[src/rtl/sfe_pkg.sv]
package sfe_pkg;
  localparam int OPC_W      = 8;
  localparam int ADDR_W     = 24;
  localparam int EFF_ADDR_W = 21;
  localparam int HDR_BITS   = OPC_W + ADDR_W;
  localparam int BYTE_W     = 8;

  localparam logic [OPC_W-1:0] OPC_PROG  = 8'h02;
  localparam logic [OPC_W-1:0] OPC_READ  = 8'h03;
  localparam logic [OPC_W-1:0] OPC_ER_S  = 8'h20;
  localparam logic [OPC_W-1:0] OPC_ER_M  = 8'h52;
  localparam logic [OPC_W-1:0] OPC_ER_L  = 8'hD8;

  typedef enum logic [1:0] {
    HS_OPC  = 2'd0,
    HS_ADDR = 2'd1,
    HS_LOCK = 2'd2,
    HS_TAIL = 2'd3
  } hdr_state_e;

  function automatic logic opc_known(input logic [OPC_W-1:0] o);
    return (o == OPC_PROG) || (o == OPC_READ) || (o == OPC_ER_S) ||
           (o == OPC_ER_M) || (o == OPC_ER_L);
  endfunction
endpackage

[src/rtl/spi_pin_sync.sv]
module spi_pin_sync #(
  parameter int STAGES = 2
) (
  input  logic clk,
  input  logic rst_n,
  input  logic sck_raw,
  input  logic cs_n_raw,
  input  logic si_raw,
  output logic sck_rise,
  output logic sck_fall,
  output logic cs_hi,
  output logic si_s
);
  localparam int NSIG = 3;
  localparam logic [NSIG-1:0] RST_VAL = 3'b010; // {si, cs_n, sck}

  logic [NSIG-1:0] raw;
  logic [NSIG-1:0] synced;
  logic            sck_d_q;

  assign raw = {si_raw, cs_n_raw, sck_raw};

  for (genvar g = 0; g < NSIG; g++) begin : g_chain
    logic [STAGES-1:0] ch_q;
    always_ff @(posedge clk or negedge rst_n) begin
      if (!rst_n) ch_q <= {STAGES{RST_VAL[g]}};
      else        ch_q <= {ch_q[STAGES-2:0], raw[g]};
    end
    assign synced[g] = ch_q[STAGES-1];
  end

  always_ff @(posedge clk or negedge rst_n) begin
    if (!rst_n) sck_d_q <= 1'b0;
    else        sck_d_q <= synced[0];
  end

  assign sck_rise = synced[0] & ~sck_d_q;
  assign sck_fall = ~synced[0] & sck_d_q;
  assign cs_hi    = synced[1];
  assign si_s     = synced[2];
endmodule

[src/rtl/spi_hdr_rx.sv]
module spi_hdr_rx
  import sfe_pkg::*;
(
  input  logic                  clk,
  input  logic                  rst_n,
  input  logic                  sck_rise,
  input  logic                  cs_hi,
  input  logic                  si,
  output logic                  cmd_valid,
  output logic [OPC_W-1:0]      cmd_opcode,
  output logic [EFF_ADDR_W-1:0] cmd_addr
);
  localparam int CNT_W = $clog2(HDR_BITS + 1);

  hdr_state_e        state_q, state_d;
  logic [CNT_W-1:0]  cnt_q, cnt_d;
  logic [OPC_W-1:0]  opc_q, opc_d;
  logic [ADDR_W-1:0] addr_q, addr_d;
  logic              valid_q, valid_d;

  always_comb begin
    state_d = state_q;
    cnt_d   = cnt_q;
    opc_d   = opc_q;
    addr_d  = addr_q;
    valid_d = 1'b0;
    if (cs_hi) begin
      state_d = HS_OPC;
      cnt_d   = '0;
      opc_d   = '0;
      addr_d  = '0;
    end else if (sck_rise) begin
      unique case (state_q)
        HS_OPC: begin
          opc_d = {opc_q[OPC_W-2:0], si};
          cnt_d = cnt_q + CNT_W'(1);
          if (cnt_q == CNT_W'(OPC_W - 1))
            state_d = opc_known(opc_d) ? HS_ADDR : HS_LOCK;
        end
        HS_ADDR: begin
          addr_d = {addr_q[ADDR_W-2:0], si};
          cnt_d  = cnt_q + CNT_W'(1);
          if (cnt_q == CNT_W'(HDR_BITS - 1)) begin
            valid_d = 1'b1;
            state_d = HS_TAIL;
          end
        end
        default: ;
      endcase
    end
  end

  always_ff @(posedge clk or negedge rst_n) begin
    if (!rst_n) begin
      state_q <= HS_OPC;
      cnt_q   <= '0;
      opc_q   <= '0;
      addr_q  <= '0;
      valid_q <= 1'b0;
    end else begin
      state_q <= state_d;
      cnt_q   <= cnt_d;
      opc_q   <= opc_d;
      addr_q  <= addr_d;
      valid_q <= valid_d;
    end
  end

  assign cmd_valid  = valid_q;
  assign cmd_opcode = opc_q;
  assign cmd_addr   = addr_q[EFF_ADDR_W-1:0];

  assert_valid_one_cycle_R3: assert property (@(posedge clk) disable iff (!rst_n)
    valid_q |=> !valid_q);
  assert_valid_after_rise_R1: assert property (@(posedge clk) disable iff (!rst_n)
    valid_q |-> $past(sck_rise));
  assert_lock_silent_R4: assert property (@(posedge clk) disable iff (!rst_n)
    (state_q == HS_LOCK) |=> !valid_q);
  assert_deselect_no_cmd_R5: assert property (@(posedge clk) disable iff (!rst_n)
    cs_hi |=> !valid_q);
endmodule

[src/rtl/spi_rd_tx.sv]
module spi_rd_tx
  import sfe_pkg::*;
(
  input  logic              clk,
  input  logic              rst_n,
  input  logic              sck_fall,
  input  logic              cs_hi,
  input  logic              start,
  input  logic [BYTE_W-1:0] rd_byte,
  output logic              so,
  output logic              so_oe,
  output logic              rd_take
);
  localparam int LEFT_W = $clog2(BYTE_W);

  logic              armed_q, armed_d;
  logic              oe_q, oe_d;
  logic              so_q, so_d;
  logic [BYTE_W-2:0] sh_q, sh_d;
  logic [LEFT_W-1:0] left_q, left_d;
  logic              take_q, take_d;

  always_comb begin
    armed_d = armed_q;
    oe_d    = oe_q;
    so_d    = so_q;
    sh_d    = sh_q;
    left_d  = left_q;
    take_d  = 1'b0;
    if (cs_hi) begin
      armed_d = 1'b0;
      oe_d    = 1'b0;
      so_d    = 1'b0;
      sh_d    = '0;
      left_d  = '0;
    end else begin
      if (start) armed_d = 1'b1;
      if (sck_fall && armed_q) begin
        oe_d = 1'b1;
        if (left_q == '0) begin
          so_d   = rd_byte[BYTE_W-1];
          sh_d   = rd_byte[BYTE_W-2:0];
          left_d = LEFT_W'(BYTE_W - 1);
          take_d = 1'b1;
        end else begin
          so_d   = sh_q[BYTE_W-2];
          sh_d   = {sh_q[BYTE_W-3:0], 1'b0};
          left_d = left_q - LEFT_W'(1);
        end
      end
    end
  end

  always_ff @(posedge clk or negedge rst_n) begin
    if (!rst_n) begin
      armed_q <= 1'b0;
      oe_q    <= 1'b0;
      so_q    <= 1'b0;
      sh_q    <= '0;
      left_q  <= '0;
      take_q  <= 1'b0;
    end else begin
      armed_q <= armed_d;
      oe_q    <= oe_d;
      so_q    <= so_d;
      sh_q    <= sh_d;
      left_q  <= left_d;
      take_q  <= take_d;
    end
  end

  assign so      = so_q;
  assign so_oe   = oe_q;
  assign rd_take = take_q;

  assert_oe_off_deselected_R8: assert property (@(posedge clk) disable iff (!rst_n)
    cs_hi |=> !oe_q);
  assert_so_moves_on_fall_R7: assert property (@(posedge clk) disable iff (!rst_n)
    (oe_q && $past(oe_q) && !$past(sck_fall)) |-> $stable(so_q));
  assert_take_single_R7: assert property (@(posedge clk) disable iff (!rst_n)
    take_q |=> !take_q);
  assert_oe_needs_read_R8: assert property (@(posedge clk) disable iff (!rst_n)
    $rose(oe_q) |-> $past(armed_q));
endmodule

[src/rtl/spi_cmd_frontend.sv]
module spi_cmd_frontend
  import sfe_pkg::*;
#(
  parameter int SYNC_STAGES = 2
) (
  input  logic                  clk,
  input  logic                  rst_n,
  input  logic                  spi_sck,
  input  logic                  spi_cs_n,
  input  logic                  spi_si,
  output logic                  spi_so,
  output logic                  spi_so_oe,
  input  logic [BYTE_W-1:0]     rd_byte,
  output logic                  rd_take,
  output logic                  cmd_valid,
  output logic [OPC_W-1:0]      cmd_opcode,
  output logic [EFF_ADDR_W-1:0] cmd_addr
);
  logic [1:0] rst_q;
  logic       rst_s_n;
  logic       sck_rise, sck_fall, cs_hi, si_s;
  logic       rd_start;
  logic       so_raw;

  always_ff @(posedge clk or negedge rst_n) begin
    if (!rst_n) rst_q <= 2'b00;
    else        rst_q <= {rst_q[0], 1'b1};
  end
  assign rst_s_n = rst_q[1];

  spi_pin_sync #(.STAGES(SYNC_STAGES)) u_sync (
    .clk      (clk),
    .rst_n    (rst_s_n),
    .sck_raw  (spi_sck),
    .cs_n_raw (spi_cs_n),
    .si_raw   (spi_si),
    .sck_rise (sck_rise),
    .sck_fall (sck_fall),
    .cs_hi    (cs_hi),
    .si_s     (si_s)
  );

  spi_hdr_rx u_hdr (
    .clk        (clk),
    .rst_n      (rst_s_n),
    .sck_rise   (sck_rise),
    .cs_hi      (cs_hi),
    .si         (si_s),
    .cmd_valid  (cmd_valid),
    .cmd_opcode (cmd_opcode),
    .cmd_addr   (cmd_addr)
  );

  assign rd_start = cmd_valid && (cmd_opcode == OPC_READ);

  spi_rd_tx u_tx (
    .clk      (clk),
    .rst_n    (rst_s_n),
    .sck_fall (sck_fall),
    .cs_hi    (cs_hi),
    .start    (rd_start),
    .rd_byte  (rd_byte),
    .so       (so_raw),
    .so_oe    (spi_so_oe),
    .rd_take  (rd_take)
  );

  assign spi_so = so_raw & spi_so_oe;

  assert_cmd_is_known_R3: assert property (@(posedge clk) disable iff (!rst_s_n)
    cmd_valid |-> opc_known(cmd_opcode));
  assert_so_quiet_R8: assert property (@(posedge clk) disable iff (!rst_s_n)
    !spi_so_oe |-> !spi_so);
endmodule

[config.mk]
export PLATFORM = sky130hd
export DESIGN_NAME = spi_cmd_frontend
export DESIGN_NICKNAME = d
export VERILOG_FILES = /design/src/rtl/sfe_pkg.sv /design/src/rtl/spi_pin_sync.sv /design/src/rtl/spi_hdr_rx.sv /design/src/rtl/spi_rd_tx.sv /design/src/rtl/spi_cmd_frontend.sv
export SDC_FILE = /design/constraint.sdc
export NUM_CORES = 1
export LEC_CHECK = 0
export BUFFER_PORTS_ARGS = -buffer_cell sky130_fd_sc_hd__buf_2
export CORE_ASPECT_RATIO = 1.75
export CORE_MARGIN = 3
export CORE_UTILIZATION = 29
export DETAILED_ROUTE_END_ITERATION = 10
export GPL_ROUTABILITY_DRIVEN = 1
export MAX_ROUTING_LAYER = met4
export SLEW_MARGIN = 20
export SYNTH_ARGS = -nofsm -noshare
export SYNTH_HDL_FRONTEND = slang
export SYNTH_SLANG_ARGS = --single-unit
[constraint.sdc]
create_clock -name clk -period 2.05 [get_ports clk]
set_clock_uncertainty 0.2 [all_clocks]
set_input_delay 0.205 -clock clk [delete_from_list [all_inputs] [get_ports clk]]
set_output_delay 0.205 -clock clk [all_outputs]
set_load 0.005 [all_outputs]
# --- After elaboration in Yosys (flattened, before gate mapping) ---
# Index checks and enable logic that the tools add are counted.
classes:
  n_addsub: 2
  eq_ne: 11
  muxes: 35
  n_bitwise: 5
  reduce_logical: 20
ops:
  columns: ["op", "n"]
  rows:
  - ["$mux W21", 3]
  - ["$eq A8 B2 Y1 const B", 3]
  - ["$mux W8", 3]
  - ["$mux W7", 3]
  - ["$mux W6", 3]
  - ["$mux W1", 14]
  - ["$reduce_bool A2 Y1", 6]
  - ["$mux W2", 5]
  - ["$mux W3", 3]
  - ["$eq A8 B6 Y1 const B", 1]
  - ["$eq A8 B7 Y1 const B", 1]
  - ["$eq A8 B8 Y1 const B", 1]
  - ["$add A6 B1 Y6 const B", 1]
  - ["$eq A6 B3 Y1 const B", 1]
  - ["$eq A6 B5 Y1 const B", 1]
  - ["$ne A3 B2 Y1 const B", 2]
  - ["$reduce_and A2 Y1", 3]
  - ["$logic_or A1 B1 Y1", 4]
  - ["$pmux W2 S2", 1]
  - ["$reduce_and A4 Y1", 1]
  - ["$and A1 B1 Y1", 3]
  - ["$logic_not A3 Y1", 1]
  - ["$reduce_bool A3 Y1", 1]
  - ["$sub A3 B1 Y3 const B", 1]
  - ["other kinds (5)", 7]
word_totals:
  reg_bits: 61
  inputBits: 13
  output_inout_bits: 33
  wordCells: 89

# --- Logic depth before layout (Yosys ltp) ---
depth:
  ltp_word: 10
  depth_mapped: 6

# --- Hierarchy ---
# A second synthesis with hierarchy kept.
hier_totals:
  hier_cells: 257
  hier_area_um2: 2602.5
modules_own_cells:
  columns: ["module", "instances", "cells_each", "area_each_um2"]
  rows:
  - ["spi_hdr_rx", 1, 180, 1646.6]
  - ["spi_rd_tx", 1, 61, 675.6]
  - ["spi_pin_sync", 1, 9, 192.7]
  - ["spi_cmd_frontend", 1, 7, 87.6]

# --- Worst setup path after synthesis ---
# Ideal clock, no wire load.
synth_timing:
  path_kind: "reg-to-reg"
  startpoint: "register u_hdr.opc_q[3], in the netlist u_hdr.cmd_opcode[3]"
  endpoint: "register u_hdr.state_q[1]"
  setup_time_ns: 0.138
  arrival_ns: 1.269
  path_slack_ns: 0.443
  stages_incl_launch_ff: 5
  path_buffers: 0
  path_cell_list: "dfrtp_1 or4_1 mux2i_1 a22o_2 a211oi_1"
synth_via:
  elab_chain_cells: 10
synth_lines:
  columns: ["element", "line", "text"]
  rows:
  - ["from (decl)", "spi_hdr_rx.sv:17", "logic [OPC_W-1:0] opc_q, opc_d;"]
  - ["from (signal assigned)", "spi_hdr_rx.sv:63", "opc_q <= opc_d;"]
  - ["$eq A8 B2 Y1", "sfe_pkg.sv:22", "return (o == OPC_PROG) || (o == OPC_READ) || (o == OPC_ER_S) ||"]
  - ["$logic_or A1 B1 Y1 (3 in series)", "sfe_pkg.sv:22", null]
  - ["$logic_or A1 B1 Y1 *", "sfe_pkg.sv:23", "(o == OPC_ER_M) || (o == OPC_ER_L);"]
  - ["$mux W2 *", "spi_hdr_rx.sv:38", "state_d = opc_known(opc_d) ? HS_ADDR : HS_LOCK;"]
  - ["$mux W2 *", "spi_hdr_rx.sv:37", "if (cnt_q == CNT_W'(OPC_W - 1))"]
  - ["$pmux W2 S2 *", "spi_hdr_rx.sv:33", "unique case (state_q)"]
  - ["$mux W2 *", "spi_hdr_rx.sv:32", "end else if (sck_rise) begin"]
  - ["$mux W2 *", "spi_hdr_rx.sv:27", "if (cs_hi) begin"]
  - ["to (signal assigned)", "spi_hdr_rx.sv:61", "state_q <= state_d;"]
  - ["to (decl)", "spi_hdr_rx.sv:15", "hdr_state_e state_q, state_d;"]
# Mark *: on every way between the ends. The rest lies on a longest branch, timed or not. The select of a mux whose other input is x is not followed.
# A chain may end at the register's enable or synchronous reset.

# --- Worst setup path in the final report ---
# Ends and elaborated chain as after synthesis.

==> metrics.md <==
| Metric | Value |
|---|---|
| Fillcell total | `858` |
| ANT nets after route | `0` |
| Fin crit period | `1.69 ns` |
| Fmax | `0.590 GHz` |
| Port Buffers | `45` |
| Core region area | `8420 um^2` |
| Startpoint types | `register` |
| Hold Buf Count CTS | `6` |
| Starting density of the core | `0.303` |
| Register Area | `1530 um^2` |
| Mean Syn Cell Area | `10.1 um^2` |
| Least-Margin Pin Slew | `0.530 ns` |
| Synth cell types | `32` |
| Max VDD drop | `0.411 mV` |
| Worst Path Class, Setup | `reg -> reg` |
| Synth Area in Compound Gates | `0.111` |
| First-pass GRT wire length | `9450 um` |
| DR vias/cell | `4.58` |
| WL/cell | `12.6 um` |
| Synth top area share | `0.578` |
| Die Y | `130 um` |
| CP Max Fanout | `8` |
| Post-synth ARST share | `1.00` |
| Clk pin slew, worst setup/hold paths | `0.06 ns` |
| Post-synth EDFFs | `0` |
| Post-route cell area | `3280 um^2` |
| GRT Overall Usage | `0.123` |
| Die area | `10,000 um^2` |
| WL final | `5400 um` |
| Hold Path Class | `in -> reg` |
| Die width | `76.9 um` |
| Via Count | `1,970` |
| Largest area contributor in the netlist | `dfrtp_1` |
| RSZ-0062 raised after global routing | `false` |
| Largest net degree at the start of global routing | `60` |
| Max-Cap Viols | `0` |
| Vias in the first global route | `2,011` |
| Leakage Power | `0.00155 uW` |
| Detailed-placement wirelength estimate | `3570 um` |
| Site Rows | `44` |
| Initial antenna violation count | `0` |
| Final layout net count | `326` |
| Warnings from Yosys | `0` |
| Post-cts sizing count | `0` |
| Area growth, synth to finish | `28.3%` |
| Post-Syn Area | `2550 um^2` |
| Post-CTS Setup Inserts | `0` |
| Clock root buffer | `clkbuf_16` |
| Number of remaining DRC errors | `0` |
| Clock sinks | `61` |
| Worst Path Required | `2.05 ns` |
| Total power | `2700 uW` |
| Post-synthesis sequential area ratio | `0.599` |
| Largest family of logic cells by synthesized area | `simple AND/OR/NAND/NOR gates` |
| Setup_tns | `0 ns` |
| Drt pass-1 iters | `4` |
| Multi-input gate area | `947 um^2` |
| H-tree depth | `3` |
| Layout cell share with drive strength beyond 1 | `0.241` |
| Most numerous cell in the Yosys netlist | `nand2_1` |
| Placement Cell Area | `2940 um^2` |
| Iteration-0 DRC count of the detailed router | `134` |
| Worst-skew pair later-pin latency | `0.32 ns` |
| Mux share of post-synthesis cell area | `0.0353` |
| Slew headroom | `0.642` |
| Grt ovf | `0` |
| I/O pin count | `46` |
| Commonest cells post-synth | `nand2_1, dfrtp_1, a21oi_1` |
| Gp weighted congestion | `0.747` |
| Synth Area in Simple Gates | `0.188` |
| CP Capture Type | `register` |
| Antenna fix cells | `0` |
| Final-report hold violation count | `0` |
| Flops & latches, synth | `61` |
| Final Max Slew Viols | `0` |
| Status | `finished clean` |
| Top cells by area, synth | `dfrtp_1, nand2_1, a21oi_1` |
| Final cycle utilization of the critical path | `0.827` |
| Synth Area in XOR/XNOR | `0.0206` |
| Synth Instances | `254` |
| Num CTS Buffers | `9` |
| Critical path data arrival time | `1.70 ns` |
| Max Root-Sink Buffers | `2` |
| CTS tree | `built` |
| Power Density | `825 nW/um^2` |
| Adder and majority gate portion of the synthesized area | `0.0147` |
| Top FF cell, synth | `dfrtp_1` |
| Syn Nets | `270` |
| Final Setup Violations | `0` |
-- sequential cells by signal, summed over array words and instances (netlist names) --
signal               cells
u_hdr.addr_q            21
u_hdr.cmd_opcode         8
u_tx.sh_q                7
u_hdr.cnt_q              6
u_sync.g_chain.ch_q      6
u_tx.left_q              3
rst_q                    2
u_hdr.state_q            2
u_hdr.cmd_valid          1
u_sync.sck_d_q           1
u_tx.armed_q             1
u_tx.rd_take             1
u_tx.so                  1
u_tx.so_oe               1
-- power by group --
part / switching, uW / internal [uW] / leakage (uW)
registers: 13.8 / 1220 / 0.000827
clock network: 502 / 876 / 0.000138
logic: 55.6 / 36.0 / 0.000582
-- final cells by class --
cell class,instances,share of cell area
Inverter,3,0.00344
Tap cell,115,0.0439
Clock inverter,4,0.00687
Sequential cell,61,0.467
Multi-Input combinational cell,175,0.289
Clock buffer,12,0.0783
Timing Repair Buffer,60,0.111
-- routing by layer --
metal / track usage / routed length (um)
met5: - / 0
met3: 0.0304 / 201
met4: 0.0704 / 133
met1: 0.145 / 2400
met2: 0.192 / 2670
-- cells by family after synthesis --
kind of cell,Yosys count
compound gates,48
xor+xnor,6
mux,9
buf+inv,18
other cells,1
simple gates,108
fa+ha+maj,3
flops,61
-- worst paths after layout --
| check | from | to | slack (ns) | cells past startpoint |
|---|---|---|---|---|
| hold reg to reg | rst_q[1]$_DFF_PN0_ | u_hdr.addr_q[7]$_DFFE_PN0P_ | 0.05 | 1 |
| min in group asynchronous | rst_q[1]$_DFF_PN0_ | u_hdr.addr_q[7]$_DFFE_PN0P_ | 0.05 | 1 |
| setup reg to reg | u_hdr.cmd_opcode[3]$_DFFE_PN0P_ | u_hdr.state_q[1]$_DFFE_PN0P_ | 0.36 | 4 |
| setup / recovery | u_hdr.cmd_opcode[3]$_DFFE_PN0P_ | u_hdr.state_q[1]$_DFFE_PN0P_ | 0.36 | 4 |
| max in group asynchronous | rst_n | rst_q[1]$_DFF_PN0_ | 0.99 | 3 |
| hold / removal | rd_byte[6] | u_tx.sh_q[6]$_DFFE_PN0P_ | 0.03 | 3 |
-- worst max-delay path, stage by stage (launching register included) --
cell and delay [ns]:
dfrtp_1 0.45, or4_1 0.53, mux2i_1 0.16, a22o_2 0.17, a211oi_1 0.06
-- stage by stage --
| stage | utilization | worst slack (ns) | hold WS (ns) | std cells |
|---|---|---|---|---|
| after floorplan | - | 0.0293 | -0.291 | 254 |
| after global placement | 0.349 | 0.426 | -0.209 | 408 |
| after detailed placement | 0.349 | 0.392 | -0.207 | 408 |
| after CTS | 0.389 | 0.351 | 0.0258 | 430 |
| after global routing | 0.389 | 0.255 | 0.0392 | 430 |
| final | 0.389 | 0.355 | 0.0274 | 430 |
-- layout by cell type (no fill, tap or decap), drive strengths merged, types with 2 or more instances in the layout --
master       netlist  final
a211oi             9      9
a21oi             31     31
a31oi              2      2
and2               3      3
buf                8     54
clkbuf             7     12
clkinv             0      3
dfrtp             59     59
dfstp              2      2
dlygate4sd3        0      6
ha                 3      3
inv                3      3
mux2i              9      9
nand2             65     65
nand4              3      3
nor2              21     21
nor2b              2      2
nor3               2      2
nor4b              4      4
o21ai              3      3
xnor2              2      2
xor2               4      4
(Power assumes the default switching activity.)
